File: src/rtl/gph_pkg.sv
package gph_pkg;

    typedef enum logic [2:0] {
        TK_IDLE,
        TK_WAIT_BYTE,
        TK_SETTLE,
        TK_WAIT_RFD,
        TK_DAV
    } talk_state_e;

    typedef enum logic [1:0] {
        LS_IDLE,
        LS_HOLD,
        LS_READY,
        LS_ACCEPT
    } lsn_state_e;

endpackage

File: src/rtl/gph_talker.sv
module gph_talker
    import gph_pkg::*;
#(
    parameter int WIDTH      = 8,
    parameter int SETTLE_CYC = 17
) (
    input  logic             clk,
    input  logic             rst_n,
    input  logic             go,
    input  logic             clr,
    input  logic             nrfd_n,
    input  logic             ndac_n,
    input  logic             tx_wr,
    input  logic [WIDTH-1:0] tx_byte,
    input  logic             tx_last,
    output logic [WIDTH-1:0] dio_pull,
    output logic             dav_pull,
    output logic             eoi_pull,
    output logic             send_rdy,
    output logic             talk_err
);

    localparam int CNT_W = $clog2(SETTLE_CYC + 1);
    localparam logic [CNT_W-1:0] LAST_CNT = CNT_W'(SETTLE_CYC - 1);
    localparam logic [CNT_W-1:0] FULL_CNT = CNT_W'(SETTLE_CYC);

    talk_state_e      state_q, state_d;
    logic [CNT_W-1:0] cnt_q;
    logic [WIDTH-1:0] dout_q;
    logic             last_q;
    logic             pend_q;
    logic             err_q;
    logic             wr_ok;
    logic             drive;
    logic             no_lsn;

    assign wr_ok  = tx_wr && send_rdy;
    assign no_lsn = nrfd_n && ndac_n;

    always_comb begin
        state_d = state_q;
        if (!go) begin
            state_d = TK_IDLE;
        end else begin
            unique case (state_q)
                TK_IDLE:      state_d = TK_WAIT_BYTE;
                TK_WAIT_BYTE: if (pend_q) state_d = TK_SETTLE;
                TK_SETTLE:    if (cnt_q == LAST_CNT) state_d = TK_WAIT_RFD;
                TK_WAIT_RFD: begin
                    if (no_lsn)      state_d = TK_WAIT_BYTE;
                    else if (nrfd_n) state_d = TK_DAV;
                end
                TK_DAV:       if (ndac_n) state_d = TK_WAIT_BYTE;
                default:      state_d = TK_IDLE;
            endcase
        end
    end

    always_ff @(posedge clk or negedge rst_n) begin
        if (!rst_n) begin
            state_q <= TK_IDLE;
            cnt_q   <= '0;
            dout_q  <= '0;
            last_q  <= 1'b0;
            pend_q  <= 1'b0;
            err_q   <= 1'b0;
        end else begin
            state_q <= state_d;
            cnt_q   <= (state_q == TK_SETTLE && state_d == TK_SETTLE) ? cnt_q + 1'b1 : '0;
            if (wr_ok) begin
                dout_q <= tx_byte;
                last_q <= tx_last;
            end
            if (clr)
                pend_q <= 1'b0;
            else if (wr_ok)
                pend_q <= 1'b1;
            else if ((state_q == TK_WAIT_RFD || state_q == TK_DAV) && state_d == TK_WAIT_BYTE)
                pend_q <= 1'b0;
            if (clr || wr_ok)
                err_q <= 1'b0;
            else if (go && state_q == TK_WAIT_RFD && no_lsn)
                err_q <= 1'b1;
        end
    end

    always_comb begin
        drive    = (state_q == TK_SETTLE) || (state_q == TK_WAIT_RFD) || (state_q == TK_DAV);
        dio_pull = drive ? dout_q : '0;
        eoi_pull = drive && last_q;
        dav_pull = (state_q == TK_DAV);
        send_rdy = (state_q == TK_WAIT_BYTE) && !pend_q && nrfd_n;
        talk_err = err_q;
    end

    logic [CNT_W-1:0] dwell_q;
    always_ff @(posedge clk or negedge rst_n) begin
        if (!rst_n)                dwell_q <= '0;
        else if (!drive)           dwell_q <= '0;
        else if (dwell_q != FULL_CNT) dwell_q <= dwell_q + 1'b1;
    end

    // data has dwelt on the lines for the settle interval before DAV
    a_r1_settle_before_dav: assert property (@(posedge clk) disable iff (!rst_n)
        $rose(dav_pull) |-> (dwell_q == FULL_CNT));

    // DAV stays while the receiver has not accepted
    a_r2_dav_held: assert property (@(posedge clk) disable iff (!rst_n)
        (dav_pull && !ndac_n && go) |=> dav_pull);

    // send-ready implies the ready line is released
    a_r3_ready_needs_rfd: assert property (@(posedge clk) disable iff (!rst_n)
        send_rdy |-> nrfd_n);

    // an errored byte never reaches DAV
    a_r8_err_no_dav: assert property (@(posedge clk) disable iff (!rst_n)
        talk_err |-> !dav_pull);

    // end line only accompanies a driven byte
    a_r6_eoi_with_byte: assert property (@(posedge clk) disable iff (!rst_n)
        eoi_pull |-> !send_rdy);

endmodule

File: src/rtl/gph_listener.sv
module gph_listener
    import gph_pkg::*;
#(
    parameter int WIDTH = 8
) (
    input  logic             clk,
    input  logic             rst_n,
    input  logic             go,
    input  logic             clr,
    input  logic             dav_n,
    input  logic             eoi_n,
    input  logic [WIDTH-1:0] dio_n,
    input  logic             rx_rd,
    output logic             nrfd_pull,
    output logic             ndac_pull,
    output logic [WIDTH-1:0] rx_byte,
    output logic             recv_rdy,
    output logic             recv_end
);

    lsn_state_e       state_q, state_d;
    logic [WIDTH-1:0] din_q;
    logic             full_q;
    logic             end_q;
    logic             take;

    assign take = go && (state_q == LS_READY) && !dav_n;

    always_comb begin
        state_d = state_q;
        if (!go) begin
            state_d = LS_IDLE;
        end else begin
            unique case (state_q)
                LS_IDLE:   state_d = full_q ? LS_HOLD : LS_READY;
                LS_HOLD:   if (!full_q) state_d = LS_READY;
                LS_READY:  if (!dav_n) state_d = LS_ACCEPT;
                LS_ACCEPT: if (dav_n) state_d = LS_HOLD;
                default:   state_d = LS_IDLE;
            endcase
        end
    end

    always_ff @(posedge clk or negedge rst_n) begin
        if (!rst_n) begin
            state_q <= LS_IDLE;
            din_q   <= '0;
            full_q  <= 1'b0;
            end_q   <= 1'b0;
        end else begin
            state_q <= state_d;
            if (take)
                din_q <= ~dio_n;
            if (clr) begin
                full_q <= 1'b0;
                end_q  <= 1'b0;
            end else if (take) begin
                full_q <= 1'b1;
                end_q  <= !eoi_n;
            end else if (rx_rd) begin
                full_q <= 1'b0;
                end_q  <= 1'b0;
            end
        end
    end

    always_comb begin
        ndac_pull = (state_q == LS_HOLD) || (state_q == LS_READY);
        nrfd_pull = (state_q == LS_HOLD) || (state_q == LS_ACCEPT);
        rx_byte   = din_q;
        recv_rdy  = full_q;
        recv_end  = end_q;
    end

    // an addressed receiver always holds at least one handshake line
    a_r4_holds_a_line: assert property (@(posedge clk) disable iff (!rst_n)
        ($past(go) && go) |-> (nrfd_pull || ndac_pull));

    // a byte is only taken while DAV was low
    a_r4_latch_on_dav: assert property (@(posedge clk) disable iff (!rst_n)
        $rose(recv_rdy) |-> $past(!dav_n));

    // the held byte does not move while it is waiting
    a_r5_byte_stable: assert property (@(posedge clk) disable iff (!rst_n)
        (recv_rdy && $past(recv_rdy)) |-> $stable(rx_byte));

endmodule

File: src/rtl/gph_handshake.sv
module gph_handshake
    import gph_pkg::*;
#(
    parameter int WIDTH      = 8,
    parameter int SETTLE_CYC = 17
) (
    input  logic             clk,
    input  logic             rst_n,
    input  logic             talk_en,
    input  logic             listen_en,
    input  logic             talk_only,
    input  logic             atn_n,
    input  logic             ifc_n,
    input  logic             tx_wr,
    input  logic [WIDTH-1:0] tx_byte,
    input  logic             tx_last,
    input  logic             rx_rd,
    output logic [WIDTH-1:0] rx_byte,
    output logic             send_rdy,
    output logic             recv_rdy,
    output logic             recv_end,
    output logic             talk_err,
    input  logic [WIDTH-1:0] dio_n,
    output logic [WIDTH-1:0] dio_pull,
    input  logic             dav_n,
    output logic             dav_pull,
    input  logic             nrfd_n,
    output logic             nrfd_pull,
    input  logic             ndac_n,
    output logic             ndac_pull,
    input  logic             eoi_n,
    output logic             eoi_pull
);

    logic talk_go;
    logic lsn_go;
    logic clr;

    assign clr     = !ifc_n;
    assign talk_go = (talk_en || talk_only) && atn_n && ifc_n;
    assign lsn_go  = listen_en && ifc_n;

    gph_talker #(
        .WIDTH      (WIDTH),
        .SETTLE_CYC (SETTLE_CYC)
    ) talker_i (
        .clk      (clk),
        .rst_n    (rst_n),
        .go       (talk_go),
        .clr      (clr),
        .nrfd_n   (nrfd_n),
        .ndac_n   (ndac_n),
        .tx_wr    (tx_wr),
        .tx_byte  (tx_byte),
        .tx_last  (tx_last),
        .dio_pull (dio_pull),
        .dav_pull (dav_pull),
        .eoi_pull (eoi_pull),
        .send_rdy (send_rdy),
        .talk_err (talk_err)
    );

    gph_listener #(
        .WIDTH (WIDTH)
    ) listener_i (
        .clk       (clk),
        .rst_n     (rst_n),
        .go        (lsn_go),
        .clr       (clr),
        .dav_n     (dav_n),
        .eoi_n     (eoi_n),
        .dio_n     (dio_n),
        .rx_rd     (rx_rd),
        .nrfd_pull (nrfd_pull),
        .ndac_pull (ndac_pull),
        .rx_byte   (rx_byte),
        .recv_rdy  (recv_rdy),
        .recv_end  (recv_end)
    );

    // interface clear silences every line on the next edge
    a_r10_clear_quiet: assert property (@(posedge clk) disable iff (!rst_n)
        !ifc_n |=> !(dav_pull || nrfd_pull || ndac_pull || eoi_pull));

endmodule

File: config.mk
export PLATFORM = sky130hd
export DESIGN_NAME = gph_handshake
export DESIGN_NICKNAME = d
export VERILOG_FILES = /design/src/rtl/gph_pkg.sv /design/src/rtl/gph_talker.sv /design/src/rtl/gph_listener.sv /design/src/rtl/gph_handshake.sv
export SDC_FILE = /design/constraint.sdc
export NUM_CORES = 1
export LEC_CHECK = 0
export BUFFER_PORTS_ARGS = -buffer_cell sky130_fd_sc_hd__buf_2
export CAP_MARGIN = 20
export CORE_MARGIN = 2
export CORE_UTILIZATION = 35
export CTS_CLUSTER_DIAMETER = 150
export DETAILED_ROUTE_END_ITERATION = 8
export GPL_TIMING_DRIVEN = 0
export SYNTH_ARGS = -nofsm -noshare
export SYNTH_HDL_FRONTEND = slang
export SYNTH_SLANG_ARGS = --single-unit
File: constraint.sdc
create_clock -name clk -period 3.9 [get_ports clk]
set_input_delay 0.39 -clock clk [delete_from_list [all_inputs] [get_ports clk]]
set_output_delay 0.39 -clock clk [all_outputs]
set_load 0.02 [all_outputs]
==> impl_metrics.toml <==
[clock_network]
cts_made_buffers = 5
clockRootBuffer = "clkbuf_8"
cts_htree_levels = 2
cts_num_sinks = 31
clockBufferDepth = 2
clk_pin_slew_ps = 60
cts-resized-gates = 0
cts_hold_buf = 0
cts_tree = "yes"
cts_setup_buffers = 0
insertion_delay_ps = 280

[global_route]
grt_usage_pct = 13.6
grt_pass1_wl_mm = 5.42
grt_max_degree = 32
grt-ovfl-total = 0
antenna_found_initial = 0
grt_pass1_vias = 1202

[finish]
syn_to_final_growth_pct = 27.7
fin_util_pct = 45.9
diodes = 0
final_nets = 232
final_common_cell = "buf_2"
layout_common_cells = "buf_2 (53), dfrtp_1 (31), nand2_1 (13)"
drive_above_1_share_pct = 43.7
final_cells = 249

[synth]
synth.largest_area_cell = "dfrtp_1"
synthMuxAreaShare_pct = 7.88
yosys_warnings = 0
synth_area_leaders = "dfrtp_1 (50%), mux2_2 (7.2%), ha_1 (4.8%)"
synth_top_family_by_area = "simple AND/OR/NAND/NOR gates"
synth_cells = 136
syn-num-nets = 172
ys_ff_latch = 31
synth_cell_type_count = 41
syn_avg_cell_area_sq_um = 11.4
synth-edff-count = 0
synthSimpleGateAreaFrac_pct = 21.6
synth_compound_area_share_pct = 11.3
synth_adder_area_share_pct = 4.83
ys_async_sr_fraction_pct = 100
synth-xor-area-share_pct = 1.69
synth_flop_cell = "dfrtp_1"
yosysSeqAreaShare_pct = 49.9
synth_top_area_share_pct = 49.9
syn_area_sq_mm = 0.00156

[routing]
drt-pass1-iter-count = 3
detail-route-antenna-nets = 0
drtIter0Drc = 37
vias = 1198
drt-total-wl_mm = 3.05
post_drt_wl_per_cell_microns = 12.2
vias_per_cell = 4.81
drc = 0

[sta]
setup_viol = 0
setup_ws_ps = 1730
tightest_slew_ps = 677
relSlewSlack_pct = 54.9
drv_slew = 0
max_freq_mhz = 462
skew_ps = 3.04
period_needed_ps = 2170
setup_tns_ps = 0
hold_viol = 0
period_share_pct = 55.6
rsz0062_at_grt = "no"

[worst_setup_path]
crit_type = "register to output port"
crit_required_ps = 3510
reg2reg_to = "listener_i.state_q[1]"
cp_max_fo = 9
crit_family = "compound AO/OA/AOI/OAI gates"
arrival_ps = 1780
path_cells = "nor3b_1, a21oi_1, and2b_1, buf_2"
reg2reg_slack_ps = 2280
timing.rr.start = "listener_i.state_q[0]"
end_kind = "output port"
slowest_stage = "a21oi_1"
crit_buf_inv = 1
cpPeakStageDelay_ps = 480
start_kind = "register"
rr_worst_depth = 5

[floorplan]
die_h_microns = 70.7
num_rows = 24
core_area_sq_mm = 0.00432
dieArea_sq_mm = 0.00499
io_pins = 54
die_w_microns = 70.7
start_util_pct = 36.0

[flow_run]
cap_violations = 0

[place]
dpl.hpwl_mm = 2.29
portBuffers = 53
place_ws_ps = 2020
place_congestion = 0.689
dpl.cell_count = 241

[min_path]
hold_class = "input port to async pin"

[power]
ir_worst_vdd_mv = 0.237
power_density_mw_per_mm2 = 407
leakage_nw = 0.991
p_total_mw = 0.809

[run_status]
status = "complete, no violations"
[cells in the mapped netlist, types with 2 or more instances]
| cell type | n |
|---|---|
| dfrtp_1 | 31 |
| nor3b_1 | 2 |
| o21ai_0 | 10 |
| nand2_1 | 13 |
| nor3_2 | 4 |
| and2b_1 | 2 |
| nor2b_1 | 10 |
| nand3_1 | 3 |
| ha_1 | 6 |
| mux2_2 | 10 |
| a21oi_1 | 4 |
| inv_1 | 7 |
| a31oi_1 | 2 |
| nor2_1 | 2 |
| nor3_1 | 3 |
| xor2_1 | 2 |
[how the worst max path moves through the flow]
stage / start / to / depth (start not counted)
floorplan: talker_i.state_q[1] / dio_pull[1] / 4
global placement: talker_i.state_q[2] / dio_pull[0] / 4
detailed placement: talker_i.state_q[2] / dio_pull[0] / 4
CTS: talker_i.state_q[2] / dio_pull[0] / 4
global route: talker_i.state_q[2] / dio_pull[6] / 4
finish: talker_i.state_q[2] / dio_pull[6] / 4
[flip-flops by register name (all words and copies together), names as in the netlist, 2 cells and up]
name / flops
talker_i.cnt_q: 5
listener_i.state_q: 2
talker_i.state_q: 3
listener_i.rx_byte: 8
talker_i.dout_q: 8
[worst register-to-register path, delay by kind of cell, from the launching register on]
kind / cells / cell delay [ps]
muxes: 1 / 300
and+or+nand+nor: 1 / 80
buffers and inverters: 1 / 90
AOI/OAI and AO/OA: 1 / 400
DFF: 1 / 380
adders and majority gates: 1 / 250
[stage by stage]
stage | hold slack (ps) | area (sq um)
6_report | 144 | 1990
5_1_grt | 208 | 1990
4_1_cts | 177 | 1990
3_5_place_dp | 472 | 1890
3_3_place_gp | 464 | 1890
2_1_floorplan | 94.4 | 1560
[power by group]
group          internal (mW)  total (mW)  switching [mW]
sequential             0.369       0.392          0.0231
combinational         0.0658       0.145          0.0791
clock                  0.161       0.272           0.111
[area by class of cell]
cell class              count  area, sq um
clock buffers               8          100
well taps                  52         65.1
fillers                   417         2340
repair buffers             53          265
plain buffers               2         15.0
inverters                   8         30.0
flip-flops and latches     31          776
multi-input cells          95          734
[per-layer routing]
layer	vias to the layer above	global-route usage, %	wire, microns
li1	597	-	-
met1	561	17.8	1360
met2	33	20.5	1400
met3	7	4.56	236
met4	0	6.29	48
met5	-	0	0
[kinds of logic after synthesis]
| logic type | after synthesis |
|---|---|
| flops | 31 |
| xor+xnor | 3 |
| fa+ha+maj | 6 |
| buf+inv | 10 |
| compound gates | 24 |
| simple gates | 51 |
| mux | 11 |
Note: power is estimated with default switching activity, not from simulation.
